$ cat config.mk
export PLATFORM = sky130hd
export DESIGN_NAME = dual_wiper_ctrl
export DESIGN_NICKNAME = d
export VERILOG_FILES = /design/src/rtl/wiper_ctrl_pkg.sv /design/src/rtl/wcmd_tapsel.sv /design/src/rtl/wcmd_wtimer.sv /design/src/rtl/wcmd_regbank.sv /design/src/rtl/wcmd_decoder.sv /design/src/rtl/dual_wiper_ctrl.sv
export SDC_FILE = /design/constraint.sdc
export NUM_CORES = 1
export LEC_CHECK = 0
export CELL_PAD_IN_SITES_DETAIL_PLACEMENT = 1
export CELL_PAD_IN_SITES_GLOBAL_PLACEMENT = 2
export CORE_UTILIZATION = 25
export DETAILED_ROUTE_END_ITERATION = 8
export GPL_ROUTABILITY_DRIVEN = 0
export PLACE_DENSITY = 0.78
export SETUP_SLACK_MARGIN = 0.3
export SLEW_MARGIN = 20
export SYNTH_ARGS = -nofsm -noshare
export SYNTH_HDL_FRONTEND = slang
export SYNTH_SLANG_ARGS = --single-unit
$ cat constraint.sdc
create_clock -name clk_i -period 2.5 [get_ports clk_i]
set_clock_uncertainty 0.2 [all_clocks]
set_input_delay 0.375 -clock clk_i [delete_from_list [all_inputs] [get_ports clk_i]]
set_output_delay 0.375 -clock clk_i [all_outputs]
set_load 0.005 [all_outputs]
$ cat src/rtl/wiper_ctrl_pkg.sv
package wiper_ctrl_pkg;
  localparam int NUM_WIPERS  = 2;
  localparam int NUM_DR      = 4;
  localparam int DR_IDX_BITS = $clog2(NUM_DR);
  localparam int BYTE_W      = 8;
  localparam logic [3:0] DEV_TYPE = 4'b0101;

  typedef enum logic [3:0] {
    OPC_NOP    = 4'h0,
    OPC_GSAVE  = 4'h1,
    OPC_STEP   = 4'h2,
    OPC_STATUS = 4'h5,
    OPC_GLOAD  = 4'h8,
    OPC_RD_WCR = 4'h9,
    OPC_WR_WCR = 4'hA,
    OPC_RD_DR  = 4'hB,
    OPC_WR_DR  = 4'hC,
    OPC_LOAD   = 4'hD,
    OPC_SAVE   = 4'hE
  } opcode_e;

  typedef enum logic [1:0] {
    WOP_NONE,
    WOP_LOAD,
    WOP_SET,
    WOP_STEP
  } wcr_op_e;

  typedef enum logic [2:0] {
    ST_ID,
    ST_INSTR,
    ST_DATA,
    ST_STEP,
    ST_DONE,
    ST_SKIP
  } frame_st_e;
endpackage

$ cat src/rtl/wcmd_tapsel.sv
module wcmd_tapsel #(
  parameter int TAP_BITS = 6,
  localparam int TAPS    = 1 << TAP_BITS
) (
  input  logic [TAP_BITS-1:0] code_i,
  output logic [TAPS-1:0]     sel_o
);
  for (genvar i = 0; i < TAPS; i++) begin : g_tap
    assign sel_o[i] = (code_i == TAP_BITS'(i));
  end
endmodule

$ cat src/rtl/wcmd_wtimer.sv
module wcmd_wtimer #(
  parameter int WRITE_CYCLES = 1000,
  localparam int CNT_W       = $clog2(WRITE_CYCLES + 1)
) (
  input  logic clk_i,
  input  logic rst_ni,
  input  logic start_i,
  output logic busy_o
);
  logic [CNT_W-1:0] cnt_q;

  always_ff @(posedge clk_i or negedge rst_ni) begin
    if (!rst_ni)              cnt_q <= '0;
    else if (start_i)         cnt_q <= CNT_W'(WRITE_CYCLES);
    else if (cnt_q != '0)     cnt_q <= cnt_q - 1'b1;
  end

  assign busy_o = (cnt_q != '0);

  p_start_busy_r9: assert property (@(posedge clk_i) disable iff (!rst_ni)
    start_i |=> busy_o);
  p_idle_holds_r9: assert property (@(posedge clk_i) disable iff (!rst_ni)
    (!busy_o && !start_i) |=> !busy_o);
endmodule

$ cat src/rtl/wcmd_regbank.sv
module wcmd_regbank
  import wiper_ctrl_pkg::*;
#(
  parameter int TAP_BITS = 6
) (
  input  logic                                 clk_i,
  input  logic                                 rst_ni,
  input  wcr_op_e                              wcr_op_i,
  input  logic [NUM_WIPERS-1:0]                wcr_mask_i,
  input  logic [DR_IDX_BITS-1:0]               wcr_idx_i,
  input  logic [TAP_BITS-1:0]                  wcr_val_i,
  input  logic                                 step_up_i,
  input  logic                                 dr_we_i,
  input  logic [NUM_WIPERS-1:0]                dr_mask_i,
  input  logic [DR_IDX_BITS-1:0]               dr_idx_i,
  input  logic                                 dr_from_wcr_i,
  input  logic [TAP_BITS-1:0]                  dr_val_i,
  input  logic                                 rd_dr_i,
  input  logic                                 rd_wiper_i,
  input  logic [DR_IDX_BITS-1:0]               rd_idx_i,
  output logic [TAP_BITS-1:0]                  rd_val_o,
  output logic [NUM_WIPERS-1:0][TAP_BITS-1:0]  wcr_o
);
  localparam logic [TAP_BITS-1:0] TAP_MAX = '1;

  logic [NUM_WIPERS-1:0][TAP_BITS-1:0]              wcr_q;
  logic [NUM_WIPERS-1:0][NUM_DR-1:0][TAP_BITS-1:0]  dr_q;

  function automatic logic [TAP_BITS-1:0] step_tap(input logic [TAP_BITS-1:0] cur,
                                                   input logic up);
    if (up) return (cur == TAP_MAX) ? cur : cur + 1'b1;
    else    return (cur == '0)      ? cur : cur - 1'b1;
  endfunction

  always_ff @(posedge clk_i or negedge rst_ni) begin
    if (!rst_ni) begin
      wcr_q <= '0;
      dr_q  <= '0;
    end else begin
      for (int w = 0; w < NUM_WIPERS; w++) begin
        if (wcr_mask_i[w]) begin
          case (wcr_op_i)
            WOP_LOAD: wcr_q[w] <= dr_q[w][wcr_idx_i];
            WOP_SET:  wcr_q[w] <= wcr_val_i;
            WOP_STEP: wcr_q[w] <= step_tap(wcr_q[w], step_up_i);
            default:  ;
          endcase
        end
        if (dr_we_i && dr_mask_i[w])
          dr_q[w][dr_idx_i] <= dr_from_wcr_i ? wcr_q[w] : dr_val_i;
      end
    end
  end

  assign rd_val_o = rd_dr_i ? dr_q[rd_wiper_i][rd_idx_i] : wcr_q[rd_wiper_i];
  assign wcr_o    = wcr_q;

  for (genvar w = 0; w < NUM_WIPERS; w++) begin : g_chk
    p_inc_sat_r12: assert property (@(posedge clk_i) disable iff (!rst_ni)
      (wcr_op_i == WOP_STEP && wcr_mask_i[w] && step_up_i && wcr_q[w] == TAP_MAX)
      |=> wcr_q[w] == TAP_MAX);
    p_dec_sat_r12: assert property (@(posedge clk_i) disable iff (!rst_ni)
      (wcr_op_i == WOP_STEP && wcr_mask_i[w] && !step_up_i && wcr_q[w] == '0)
      |=> wcr_q[w] == '0);
    p_dr_hold_r9: assert property (@(posedge clk_i) disable iff (!rst_ni)
      !(dr_we_i && dr_mask_i[w]) |=> $stable(dr_q[w]));
    p_wcr_hold_r13: assert property (@(posedge clk_i) disable iff (!rst_ni)
      (!wcr_mask_i[w] || wcr_op_i == WOP_NONE) |=> $stable(wcr_q[w]));
  end
endmodule

$ cat src/rtl/wcmd_decoder.sv
module wcmd_decoder
  import wiper_ctrl_pkg::*;
#(
  parameter int TAP_BITS = 6
) (
  input  logic                    clk_i,
  input  logic                    rst_ni,
  input  logic                    cs_ni,
  input  logic                    byte_valid_i,
  input  logic [BYTE_W-1:0]       byte_i,
  input  logic                    step_valid_i,
  input  logic                    step_up_i,
  input  logic                    wp_ni,
  input  logic [1:0]              addr_i,
  input  logic                    wip_i,
  input  logic [TAP_BITS-1:0]     rd_val_i,
  output logic                    rd_dr_o,
  output logic                    rd_wiper_o,
  output logic [DR_IDX_BITS-1:0]  rd_idx_o,
  output logic                    rd_valid_o,
  output logic [BYTE_W-1:0]       rd_data_o,
  output wcr_op_e                 wcr_op_o,
  output logic [NUM_WIPERS-1:0]   wcr_mask_o,
  output logic [DR_IDX_BITS-1:0]  wcr_idx_o,
  output logic [TAP_BITS-1:0]     wcr_val_o,
  output logic                    step_up_o,
  output logic                    dr_we_o,
  output logic [NUM_WIPERS-1:0]   dr_mask_o,
  output logic [DR_IDX_BITS-1:0]  dr_idx_o,
  output logic                    dr_from_wcr_o,
  output logic [TAP_BITS-1:0]     dr_val_o
);
  frame_st_e                st_q, st_d;
  opcode_e                  opc_q;
  logic                     wsel_q;
  logic [DR_IDX_BITS-1:0]   ridx_q;
  logic                     cs_q;
  logic                     rd_valid_q;
  logic [BYTE_W-1:0]        rd_data_q;
  logic                     pend_q;
  logic [NUM_WIPERS-1:0]    pend_mask_q;
  logic [DR_IDX_BITS-1:0]   pend_idx_q;
  logic                     pend_from_wcr_q;
  logic [TAP_BITS-1:0]      pend_val_q;

  opcode_e                  opc_in;
  logic                     byte_ok, id_ok, rd_go;
  logic                     pend_set, pend_from_wcr_d;
  logic [NUM_WIPERS-1:0]    pend_mask_d, one_in, one_q;
  logic [DR_IDX_BITS-1:0]   pend_idx_d;

  assign opc_in  = opcode_e'(byte_i[7:4]);
  assign byte_ok = !cs_ni && byte_valid_i;
  assign id_ok   = (byte_i[7:4] == DEV_TYPE) && (byte_i[3:2] == 2'b00) && (byte_i[1:0] == addr_i);
  assign one_in  = NUM_WIPERS'(1) << byte_i[0];
  assign one_q   = NUM_WIPERS'(1) << wsel_q;

  always_comb begin
    st_d            = st_q;
    wcr_op_o        = WOP_NONE;
    wcr_mask_o      = '0;
    wcr_idx_o       = byte_i[3:2];
    wcr_val_o       = byte_i[TAP_BITS-1:0];
    rd_go           = 1'b0;
    pend_set        = 1'b0;
    pend_mask_d     = one_in;
    pend_idx_d      = byte_i[3:2];
    pend_from_wcr_d = 1'b0;
    if (byte_ok) begin
      case (st_q)
        ST_ID:    st_d = id_ok ? ST_INSTR : ST_SKIP;
        ST_INSTR: begin
          st_d = ST_DONE;
          if (byte_i[1]) st_d = ST_SKIP;
          else begin
            case (opc_in)
              OPC_LOAD:  begin wcr_op_o = WOP_LOAD; wcr_mask_o = one_in; end
              OPC_GLOAD: begin wcr_op_o = WOP_LOAD; wcr_mask_o = '1;     end
              OPC_SAVE, OPC_GSAVE: begin
                if (wip_i) st_d = ST_SKIP;
                else begin
                  pend_set        = 1'b1;
                  pend_from_wcr_d = 1'b1;
                  if (opc_in == OPC_GSAVE) pend_mask_d = '1;
                end
              end
              OPC_RD_WCR, OPC_RD_DR, OPC_STATUS: rd_go = 1'b1;
              OPC_WR_WCR: st_d = ST_DATA;
              OPC_WR_DR:  st_d = wip_i ? ST_SKIP : ST_DATA;
              OPC_STEP:   st_d = ST_STEP;
              default:    st_d = ST_SKIP;
            endcase
          end
        end
        ST_DATA: begin
          st_d = ST_DONE;
          if (opc_q == OPC_WR_WCR) begin
            wcr_op_o   = WOP_SET;
            wcr_mask_o = one_q;
          end else begin
            pend_set    = 1'b1;
            pend_mask_d = one_q;
            pend_idx_d  = ridx_q;
          end
        end
        default: ;
      endcase
    end
    // step pulses only count inside an open step frame
    if (!cs_ni && step_valid_i && st_q == ST_STEP) begin
      wcr_op_o   = WOP_STEP;
      wcr_mask_o = one_q;
    end
  end

  always_ff @(posedge clk_i or negedge rst_ni) begin
    if (!rst_ni) begin
      st_q            <= ST_ID;
      opc_q           <= OPC_NOP;
      wsel_q          <= 1'b0;
      ridx_q          <= '0;
      cs_q            <= 1'b1;
      rd_valid_q      <= 1'b0;
      rd_data_q       <= '0;
      pend_q          <= 1'b0;
      pend_mask_q     <= '0;
      pend_idx_q      <= '0;
      pend_from_wcr_q <= 1'b0;
      pend_val_q      <= '0;
    end else begin
      cs_q       <= cs_ni;
      st_q       <= cs_ni ? ST_ID : st_d;
      rd_valid_q <= rd_go;
      if (byte_ok && st_q == ST_INSTR) begin
        opc_q  <= opc_in;
        wsel_q <= byte_i[0];
        ridx_q <= byte_i[3:2];
      end
      if (rd_go)
        rd_data_q <= (opc_in == OPC_STATUS) ? BYTE_W'(wip_i) : BYTE_W'(rd_val_i);
      if (cs_ni) pend_q <= 1'b0;
      else if (pend_set) begin
        pend_q          <= 1'b1;
        pend_mask_q     <= pend_mask_d;
        pend_idx_q      <= pend_idx_d;
        pend_from_wcr_q <= pend_from_wcr_d;
        pend_val_q      <= byte_i[TAP_BITS-1:0];
      end
    end
  end

  assign rd_dr_o       = (opc_in == OPC_RD_DR);
  assign rd_wiper_o    = byte_i[0];
  assign rd_idx_o      = byte_i[3:2];
  assign rd_valid_o    = rd_valid_q;
  assign rd_data_o     = rd_data_q;
  assign step_up_o     = step_up_i;
  assign dr_we_o       = cs_ni && !cs_q && pend_q && wp_ni && !wip_i;
  assign dr_mask_o     = pend_mask_q;
  assign dr_idx_o      = pend_idx_q;
  assign dr_from_wcr_o = pend_from_wcr_q;
  assign dr_val_o      = pend_val_q;

  p_rd_pulse_r7: assert property (@(posedge clk_i) disable iff (!rst_ni)
    rd_valid_q |=> !rd_valid_q);
  p_desel_idle_r13: assert property (@(posedge clk_i) disable iff (!rst_ni)
    cs_ni |=> (st_q == ST_ID));
endmodule

$ cat src/rtl/dual_wiper_ctrl.sv
module dual_wiper_ctrl
  import wiper_ctrl_pkg::*;
#(
  parameter int TAP_BITS     = 6,
  parameter int WRITE_CYCLES = 1000,
  localparam int TAPS        = 1 << TAP_BITS
) (
  input  logic                clk_i,
  input  logic                rst_ni,
  input  logic                cs_ni,
  input  logic                byte_valid_i,
  input  logic [BYTE_W-1:0]   byte_i,
  input  logic                step_valid_i,
  input  logic                step_up_i,
  input  logic                wp_ni,
  input  logic [1:0]          addr_i,
  output logic                rd_valid_o,
  output logic [BYTE_W-1:0]   rd_data_o,
  output logic                wip_o,
  output logic [TAP_BITS-1:0] wcr0_o,
  output logic [TAP_BITS-1:0] wcr1_o,
  output logic [TAPS-1:0]     sel0_o,
  output logic [TAPS-1:0]     sel1_o
);
  wcr_op_e                              wcr_op;
  logic [NUM_WIPERS-1:0]                wcr_mask, dr_mask;
  logic [DR_IDX_BITS-1:0]               wcr_idx, dr_idx, rd_idx;
  logic [TAP_BITS-1:0]                  wcr_val, dr_val, rd_val;
  logic                                 step_up, dr_we, dr_from_wcr, rd_dr, rd_wiper;
  logic [NUM_WIPERS-1:0][TAP_BITS-1:0]  wcr;
  logic [NUM_WIPERS-1:0][TAPS-1:0]      sel;

  wcmd_decoder #(.TAP_BITS(TAP_BITS)) u_dec (
    .clk_i, .rst_ni, .cs_ni, .byte_valid_i, .byte_i, .step_valid_i, .step_up_i,
    .wp_ni, .addr_i, .wip_i(wip_o), .rd_val_i(rd_val),
    .rd_dr_o(rd_dr), .rd_wiper_o(rd_wiper), .rd_idx_o(rd_idx),
    .rd_valid_o, .rd_data_o,
    .wcr_op_o(wcr_op), .wcr_mask_o(wcr_mask), .wcr_idx_o(wcr_idx), .wcr_val_o(wcr_val),
    .step_up_o(step_up),
    .dr_we_o(dr_we), .dr_mask_o(dr_mask), .dr_idx_o(dr_idx),
    .dr_from_wcr_o(dr_from_wcr), .dr_val_o(dr_val)
  );

  wcmd_regbank #(.TAP_BITS(TAP_BITS)) u_regs (
    .clk_i, .rst_ni,
    .wcr_op_i(wcr_op), .wcr_mask_i(wcr_mask), .wcr_idx_i(wcr_idx), .wcr_val_i(wcr_val),
    .step_up_i(step_up),
    .dr_we_i(dr_we), .dr_mask_i(dr_mask), .dr_idx_i(dr_idx),
    .dr_from_wcr_i(dr_from_wcr), .dr_val_i(dr_val),
    .rd_dr_i(rd_dr), .rd_wiper_i(rd_wiper), .rd_idx_i(rd_idx), .rd_val_o(rd_val),
    .wcr_o(wcr)
  );

  wcmd_wtimer #(.WRITE_CYCLES(WRITE_CYCLES)) u_wtimer (
    .clk_i, .rst_ni, .start_i(dr_we), .busy_o(wip_o)
  );

  for (genvar w = 0; w < NUM_WIPERS; w++) begin : g_sel
    wcmd_tapsel #(.TAP_BITS(TAP_BITS)) u_sel (.code_i(wcr[w]), .sel_o(sel[w]));
  end

  assign wcr0_o = wcr[0];
  assign wcr1_o = wcr[1];
  assign sel0_o = sel[0];
  assign sel1_o = sel[1];

  p_wip_needs_wp_r10: assert property (@(posedge clk_i) disable iff (!rst_ni)
    $rose(wip_o) |-> $past(wp_ni));
  p_wip_from_rise_r9: assert property (@(posedge clk_i) disable iff (!rst_ni)
    $rose(wip_o) |-> $past(cs_ni));
endmodule

==> metrics.yaml, run 1 <==
run_status:
  outcome: "complete, but fails checks"
  violations_in_the_final_reports: "setup timing"
layout:
  stdcell_count: 1427
  syn2layout_area_growth_pct: 82.3
  num_antenna_cells: 0
  fraction_of_layout_instances_using_a_drive_strength_above_1_pct: 62.3
  final_util_pct: 46.6
  net_total_in_the_final_layout: 1120
logic_synthesis:
  synth.avg_cell_area_sq_um: 8.84
  synth_area_leaders: "dfrtp_1 (38%), nor2_1 (10%), mux2_2 (6.3%)"
  synth_top_area_share_pct: 38.3
  synth.distinct_cells: 73
  postSynthRegisterBits: 100
  async_flop_share_pct: 100
  synthFlopType: "dfrtp_1"
  post_synth_instance_area_sq_um: 6480
  synth_largest_area_cell: "dfrtp_1"
  synthMostInstantiatedCell: "nor2_1"
  synth.cells.most_frequent: "nor2_1 (180), dfrtp_1 (99), nand2_1 (78)"
  yosys_warnings: 0
  synth.yosys.seq_area_share_pct: 38.7
  synth-edff-count: 0
  syn_inst: 733
clocking:
  cts_made_buffers: 9
  maximum_clock_insertion_buffer_count: 2
  numClockSinks: 100
  cts_tree: "done"
  worstSkewPairLatency_ns: 0.36
  cts.root.buffer_cell: "clkbuf_16"
  total_number_of_h_tree_levels: 3
  cts.clk_slew.worst_paths_ns: 0.07
floorplan:
  die_area_sq_um: 26600
  dieWidth_um: 163
  die_h_um: 163
  ios: 167
  rows: 58
  initial_utilization_pct: 25.6
  fp.coreArea_sq_um: 25300
worst_setup_path:
  worst_path_required_time_ns: 2.55
  crit_fanout: 6
  worst-setup-path-type: "flip-flop to flip-flop"
  worstSetupEndpointType: "flip-flop"
  reg2regPathDepth: 9
  worst_setup_path_start_kind: "flip-flop"
  arrival_ns: 2.60
drt:
  route.detailed.vias_per_inst: 5.08
  detail_route.iter0.violations: 345
  routed_wirelength_um: 30900
  drt_drc_violations_left: 0
  vias: 7248
  postRouteAntennaNets: 0
  post_drt_wl_per_cell_um: 21.7
  detailedRoute.firstPassIterationCount: 4
power:
  ir_worst_vdd_mv: 0.312
  power_frac_seq_pct: 36.1
  p_sw_w: 0.00146
  power_density_nw_per_um2: 413
  cell_internal_power_dissipation_w: 0.00341
  power.share.switching_pct: 29.9
  p_leak_nw: 5.51
  clkPwrFrac_pct: 34.1
  relative_contribution_of_combinational_cells_to_total_power_pct: 29.7
  p_total_w: 0.00487
sta:
  maxClockFrequency_ghz: 0.391
  max_slew_margin_pct: 63.6
  finalHoldViolations: 0
  rsz_0062_raised_after_global_routing: "yes"
  worst_pin_slew_ns: 0.545
  setup_viol: 23
  slew_viol_final: 0
  post_layout_min_period_ns: 2.55
  timing.final.crit_share_pct: 102
  post-route-worst-setup-slack_ns: -0.0549
placement:
  io_buffers: 164
  post-dp-hpwl_um: 18300
  post-place-cells: 1283
min_path:
  worst_min_delay_path_class: "input pin to asynchronous set/reset pin"
global_route:
  grt_max_degree: 56
  grt_antenna_before_repair: 0
  grt_pass1_vias: 7341
  grt_remaining_overflow: 0
  groute.usage.overall_pct: 21.5
  wire_length_of_the_first_global_routing_pass_um: 43600
job:
  max_cap_viol_count: 0
## worst max-delay path, stage by stage (launching register included)
cell	delay (ns)
dfrtp_1	0.38
inv_1	0.06
ha_2	0.17
or4b_4	0.48
nor3_4	0.20
buf_6	0.14
and3_4	0.21
buf_6	0.11
nand3_4	0.15
mux2_4	0.35
## stage by stage
stage	TNS, ns	setup WS (ns)	hold WS (ns)	instance area, sq um
floorplan	-0.596	-0.0745	-0.121	6630
global placement	-8.15	-0.386	0.0755	9270
detailed placement	-9.44	-0.379	0.0808	9270
CTS	-2.22	-0.100	0.241	11000
global route	-4.79	-0.141	0.266	11800
finish	-0.491	-0.0549	0.240	11800
## registers in the layout, summed over array words and instances (netlist names), 3 cells and up
| signal | cells |
|---|---|
| u_regs.wcr_o | 12 |
| u_wtimer.cnt_q | 10 |
| u_regs.dr_q | 48 |
| u_dec.st_q | 3 |
| u_dec.opc_q | 4 |
| u_dec.rd_data_o | 6 |
| u_dec.dr_val_o | 6 |
## cell type report
cell class / instances / area (sq um)
Clock buffer: 11 / 243
Clock inverter: 4 / 97.6
Fill cell: 2792 / 13500
Inverter: 17 / 83.8
Multi-Input combinational cell: 563 / 5010
Sequential cell: 100 / 2510
Tap cell: 330 / 413
Timing Repair Buffer: 402 / 3450
## power by group through the flow
stage	clock network, W	logic (W)	registers [W]
2_1_floorplan	0	0.000394	0.00177
3_3_place_gp	0	0.000774	0.00178
3_5_place_dp	0	0.000781	0.00179
4_1_cts	0.00167	0.00116	0.00176
5_1_grt	0.00174	0.00152	0.00177
6_report	0.00166	0.00145	0.00176
## cell usage in the layout, fill, tap and decap left out, types with 5 or more instances in the layout
cell type        synthesis  final
buf_12                   0     11
a211oi_2                 0      6
nand2_8                  0      8
mux2i_1                  8      7
xor2_1                   6      6
inv_1                   16     10
nand2_1                 78     50
dfrtp_2                  0      6
nand3_4                  0      6
nand2_4                  0     19
ha_4                     0      8
a21oi_2                  1     27
o21ai_1                  0      6
dlygate4sd2_1            0      6
o21ai_0                 18      8
buf_2                    5     90
nand4_1                  6      6
clkbuf_16                0      9
a21oi_1                 49     20
mux2_4                   8     11
dlymetal6s2s_1           0      5
clkdlybuf4s50_1          0     25
buf_6                    2    101
mux4_2                  17     17
mux2_2                  36     33
nor2_1                 180     70
nor2b_1                 14     10
nand2b_1                16     16
buf_4                    6    122
nor3_1                   6      5
nor2_4                   0     56
clkbuf_2                 1     31
xnor2_1                  6      6
dfrtp_1                 99     93
nor2_2                   1     55
## what timing repair did
item,CTS,global route
hold endpoints to repair,17,0
resized for setup,570,373
cloned,7,0
pin swaps,85,85
setup buffers,84,37
endpoints found under the setup margin,215,213
hold buffers,1,0
## worst paths after layout
| check | endpoint | from | slack (ns) |
|---|---|---|---|
| min | u_regs.dr_q[13] | rst_ni | 0.24 |
| max in group asynchronous | u_regs.wcr_o[5] | rst_ni | 1.15 |
| min reg2reg | u_dec.rd_data_o[5] | u_dec.rd_data_o[5] | 0.28 |
| max reg2reg | u_regs.dr_q[19] | u_wtimer.cnt_q[0] | -0.05 |
| min in group clk_i | u_dec.rd_data_o[5] | u_dec.rd_data_o[5] | 0.28 |
| max | u_regs.dr_q[19] | u_wtimer.cnt_q[0] | -0.05 |
## cell families (layout without fill, tap and decap cells)
logic type / after synthesis / count (layout) / share of synthesized area (%)
other cells: 1 / 2 / 0.0579
simple gates: 355 / 357 / 26.2
fa+ha+maj: 10 / 10 / 1.93
xor+xnor: 12 / 12 / 1.62
flops: 100 / 100 / 38.7
mux: 69 / 69 / 15.3
compound gates: 113 / 113 / 11.3
buf+inv: 73 / 434 / 4.97
## routing by layer
layer | share of wire (%) | vias to the layer above | global-route usage, %
met5 | 0 | - | 0
met4 | 3.7 | 0 | 6.54
met3 | 4.8 | 75 | 3.41
met2 | 52 | 252 | 38.4
met1 | 40 | 3670 | 26.3
li1 | - | 3251 | -
No activity file was read; power rests on OpenSTA's default activity.
==> run 2, diff against run 1 <==
- SLEW_MARGIN: 20 -> default
==> results of run 2 <==
Same layout as run 1: the final DEF is identical, and so are final timing and power.
==> run 3, diff against run 2 <==
- CORE_MARGIN: default -> 2
==> run 3 against run 2 <==
The flow still finishes with violations (setup timing). Critical path depth up 1. Via count down 3.3%. Clock power about the same. Register-to-register slack gained 0.02 ns. First-iteration DRC count rose by 7.0%. Setup slack better by 0.017 ns. Sequential share of layout area is 0.76 points higher. Routed wire length decreased by 7.5%.
==> metrics.yaml, run 3 (same netlist as run 1, synthesis figures left out) <==
run_status:
  outcome: "complete, but fails checks"
  violations_in_the_final_reports: "setup timing"
layout:
  most-common-layout-cells: "buf_4 (139), nor2_1 (111), dfrtp_1 (93)"
  final_common_cell: "buf_4"
  number_of_flip_flops_in_the_largest_register: 48  # unchanged
  num_antenna_cells: 0  # unchanged
  syn2layout_area_growth_pct: 76.0
  net_total_in_the_final_layout: 1100  # -1.8%
  largest_register: "u_regs.dr_q"
  postLayoutCellArea_sq_um: 11400  # -3.4%
  stdcell_count: 1408  # -1.3%
  fraction_of_layout_instances_using_a_drive_strength_above_1_pct: 57.7  # -4.6 points
worst_setup_path:
  worstSetupEndpointType: "flip-flop"
  arrival_ns: 2.58  # -0.02 ns
  worst-path-buf-inv: 4  # +1
  worst-setup-path-type: "flip-flop to flip-flop"
  timing.critical_path.cells: "inv_2 -> ha_4 -> or4b_4 -> nor3_4 -> buf_6 -> buf_6 -> buf_6 -> o2111ai_4 -> and2_4 -> mux2_4"
  crit_fanout: 5  # -1
  worst_path_required_time_ns: 2.54  # about the same
  timing.critical_path.max_delay_family: "simple AND/OR/NAND/NOR gates"
  path_common_cell: "buf_6"
  slowest_stage: "or4b_4"
  cpPeakStageDelay_ns: 0.49  # about the same
  worst_setup_path_start_kind: "flip-flop"
placement:
  io_buffers: 164  # unchanged
  post-dp-hpwl_um: 18300  # about the same
  placed_area_sq_um: 9240  # -0.38%
  post-place-cells: 1275  # -0.62%
floorplan:
  die_area_sq_um: 27200  # +2.5%
  fp.coreArea_sq_um: 25300  # unchanged
  die_h_um: 165  # +1.2%
  dieWidth_um: 165  # +1.2%
  rows: 58  # unchanged
  initial_utilization_pct: 25.6  # unchanged
  ios: 167  # unchanged
sta:
  post_layout_min_period_ns: 2.54  # -0.0170 ns
  worst_pin_slew_ns: 0.578  # +0.0334 ns
  maxClockFrequency_ghz: 0.394  # +0.67%
  final.setup.tns_ns: -0.250  # +0.241 ns
  timing.final.crit_share_pct: 102  # -0.68 points
  max_slew_margin_pct: 61.5  # -2.2 points
  slew_viol_final: 0  # unchanged
  finalHoldViolations: 0  # unchanged
  fin_hold_ws_ns: 0.291  # +0.0509 ns
  setup_viol: 15  # -35%
  rsz_0062_raised_after_global_routing: "yes"
  post-route-worst-setup-slack_ns: -0.0379  # +0.0170 ns
clocking:
  maximum_clock_insertion_buffer_count: 2  # unchanged
  cts_tree: "done"
  numClockSinks: 100  # unchanged
  cts_made_buffers: 9  # unchanged
  total_number_of_h_tree_levels: 3  # unchanged
  cts.clk_slew.worst_paths_ns: 0.07  # about the same
  cts.root.buffer_cell: "clkbuf_16"
  worstSkewPairLatency_ns: 0.36  # about the same
power:
  p_leak_nw: 5.38  # -2.4%
  power_density_nw_per_um2: 413  # +0.10%
  ir_worst_vdd_mv: 0.327  # +4.9%
  p_total_w: 0.00471  # -3.3%
global_route:
  groute.usage.overall_pct: 19.8  # -1.7 points
  wire_length_of_the_first_global_routing_pass_um: 41300  # -5.4%
  grt_max_degree: 40  # -29%
  grt_remaining_overflow: 0  # unchanged
  grt_pass1_vias: 7182  # -2.2%
  grt_antenna_before_repair: 0  # unchanged
drt:
  route.detailed.vias_per_inst: 4.98  # -2.0%
  routed_wirelength_um: 28600  # -7.5%
  drt_drc_violations_left: 0  # unchanged
  vias: 7009  # -3.3%
  post_drt_wl_per_cell_um: 20.3  # -6.2%
  postRouteAntennaNets: 0  # unchanged
  detail_route.iter0.violations: 369  # +7.0%
  detailedRoute.firstPassIterationCount: 4  # unchanged
min_path:
  worst_min_delay_path_class: "flip-flop to flip-flop"
job:
  max_cap_viol_count: 0  # unchanged
==> run 3: changes by cell type in the layout (fill, tap and decap cells not counted), sizes merged <==
cell / previous run / this run
buf: 331 / 268
clkbuf: 42 / 71
clkdlybuf4s15: 2 / 7
clkdlybuf4s50: 25 / 28
dlygate4sd2: 6 / 9
clkinv: 0 / 2
bufbuf: 1 / 0
clkinvlp: 1 / 2
dlymetal6s2s: 5 / 6
or2: 4 / 5
==> run 3: timing repair <==
action                     CTS  global route
cloned                       5             2
setup endpoints to repair  215           214
pin swaps                   61            66
setup buffers               71            38
hold endpoints to repair    37             0
resized for setup          414           361
hold buffers                 1             0
==> run 3: metal layers <==
metal,share of wire [%],vias up,track usage [%]
li1,-,3208,-
met1,40,3539,23.8
met2,52,207,35.8
met3,5.2,55,3.37
met4,2.8,0,6.09
met5,0,-,0
==> run 3: tightest hold or removal path, delay by kind of cell (launching register included) <==
kind,cells,cell delay [ns]
DFF,1,0.35
AOI/OAI and AO/OA,1,0.05
and+or+nand+nor,1,0.05
==> run 3: area by class of cell <==
cell class	instances	area (sq um)
fillers	2811	13900
multi-input cells	564	4830
repair buffers	381	3230
flip-flops and latches	100	2510
well taps	330	413
clock buffers	9	225
clock inverters	7	115
inverters	17	73.8
==> run 3: where the power goes <==
part | internal [W] | switching (W) | total, W
registers | 0.00169 | 0.0000774 | 0.00177
logic | 0.000660 | 0.000647 | 0.00131
clock network | 0.000975 | 0.000658 | 0.00163
total | 0.00333 | 0.00138 | 0.00471
==> run 3: per-stage QoR <==
step                      util, %  setup slack [ns]
after detailed placement     36.5            -0.460
after CTS                    42.3           -0.0653
after global placement       36.5            -0.396
final                        45.0           -0.0379
after floorplan                 -           -0.0745
after global routing         45.0            -0.105
==> run 3: final timing paths <==
path	start	endpoint	slack, ns	depth (start not counted)
setup / recovery	u_wtimer.cnt_q[1]	u_dec.dr_mask_o[0]	-0.04	10
hold / removal	u_dec.rd_data_o[5]	u_dec.rd_data_o[5]	0.29	2
setup reg to reg	u_wtimer.cnt_q[1]	u_dec.dr_mask_o[0]	-0.04	10
hold reg to reg	u_dec.rd_data_o[5]	u_dec.rd_data_o[5]	0.29	2
max in group asynchronous	rst_ni	u_dec.cs_q	1.11	3
min in group asynchronous	rst_ni	u_wtimer.cnt_q[5]	0.34	2
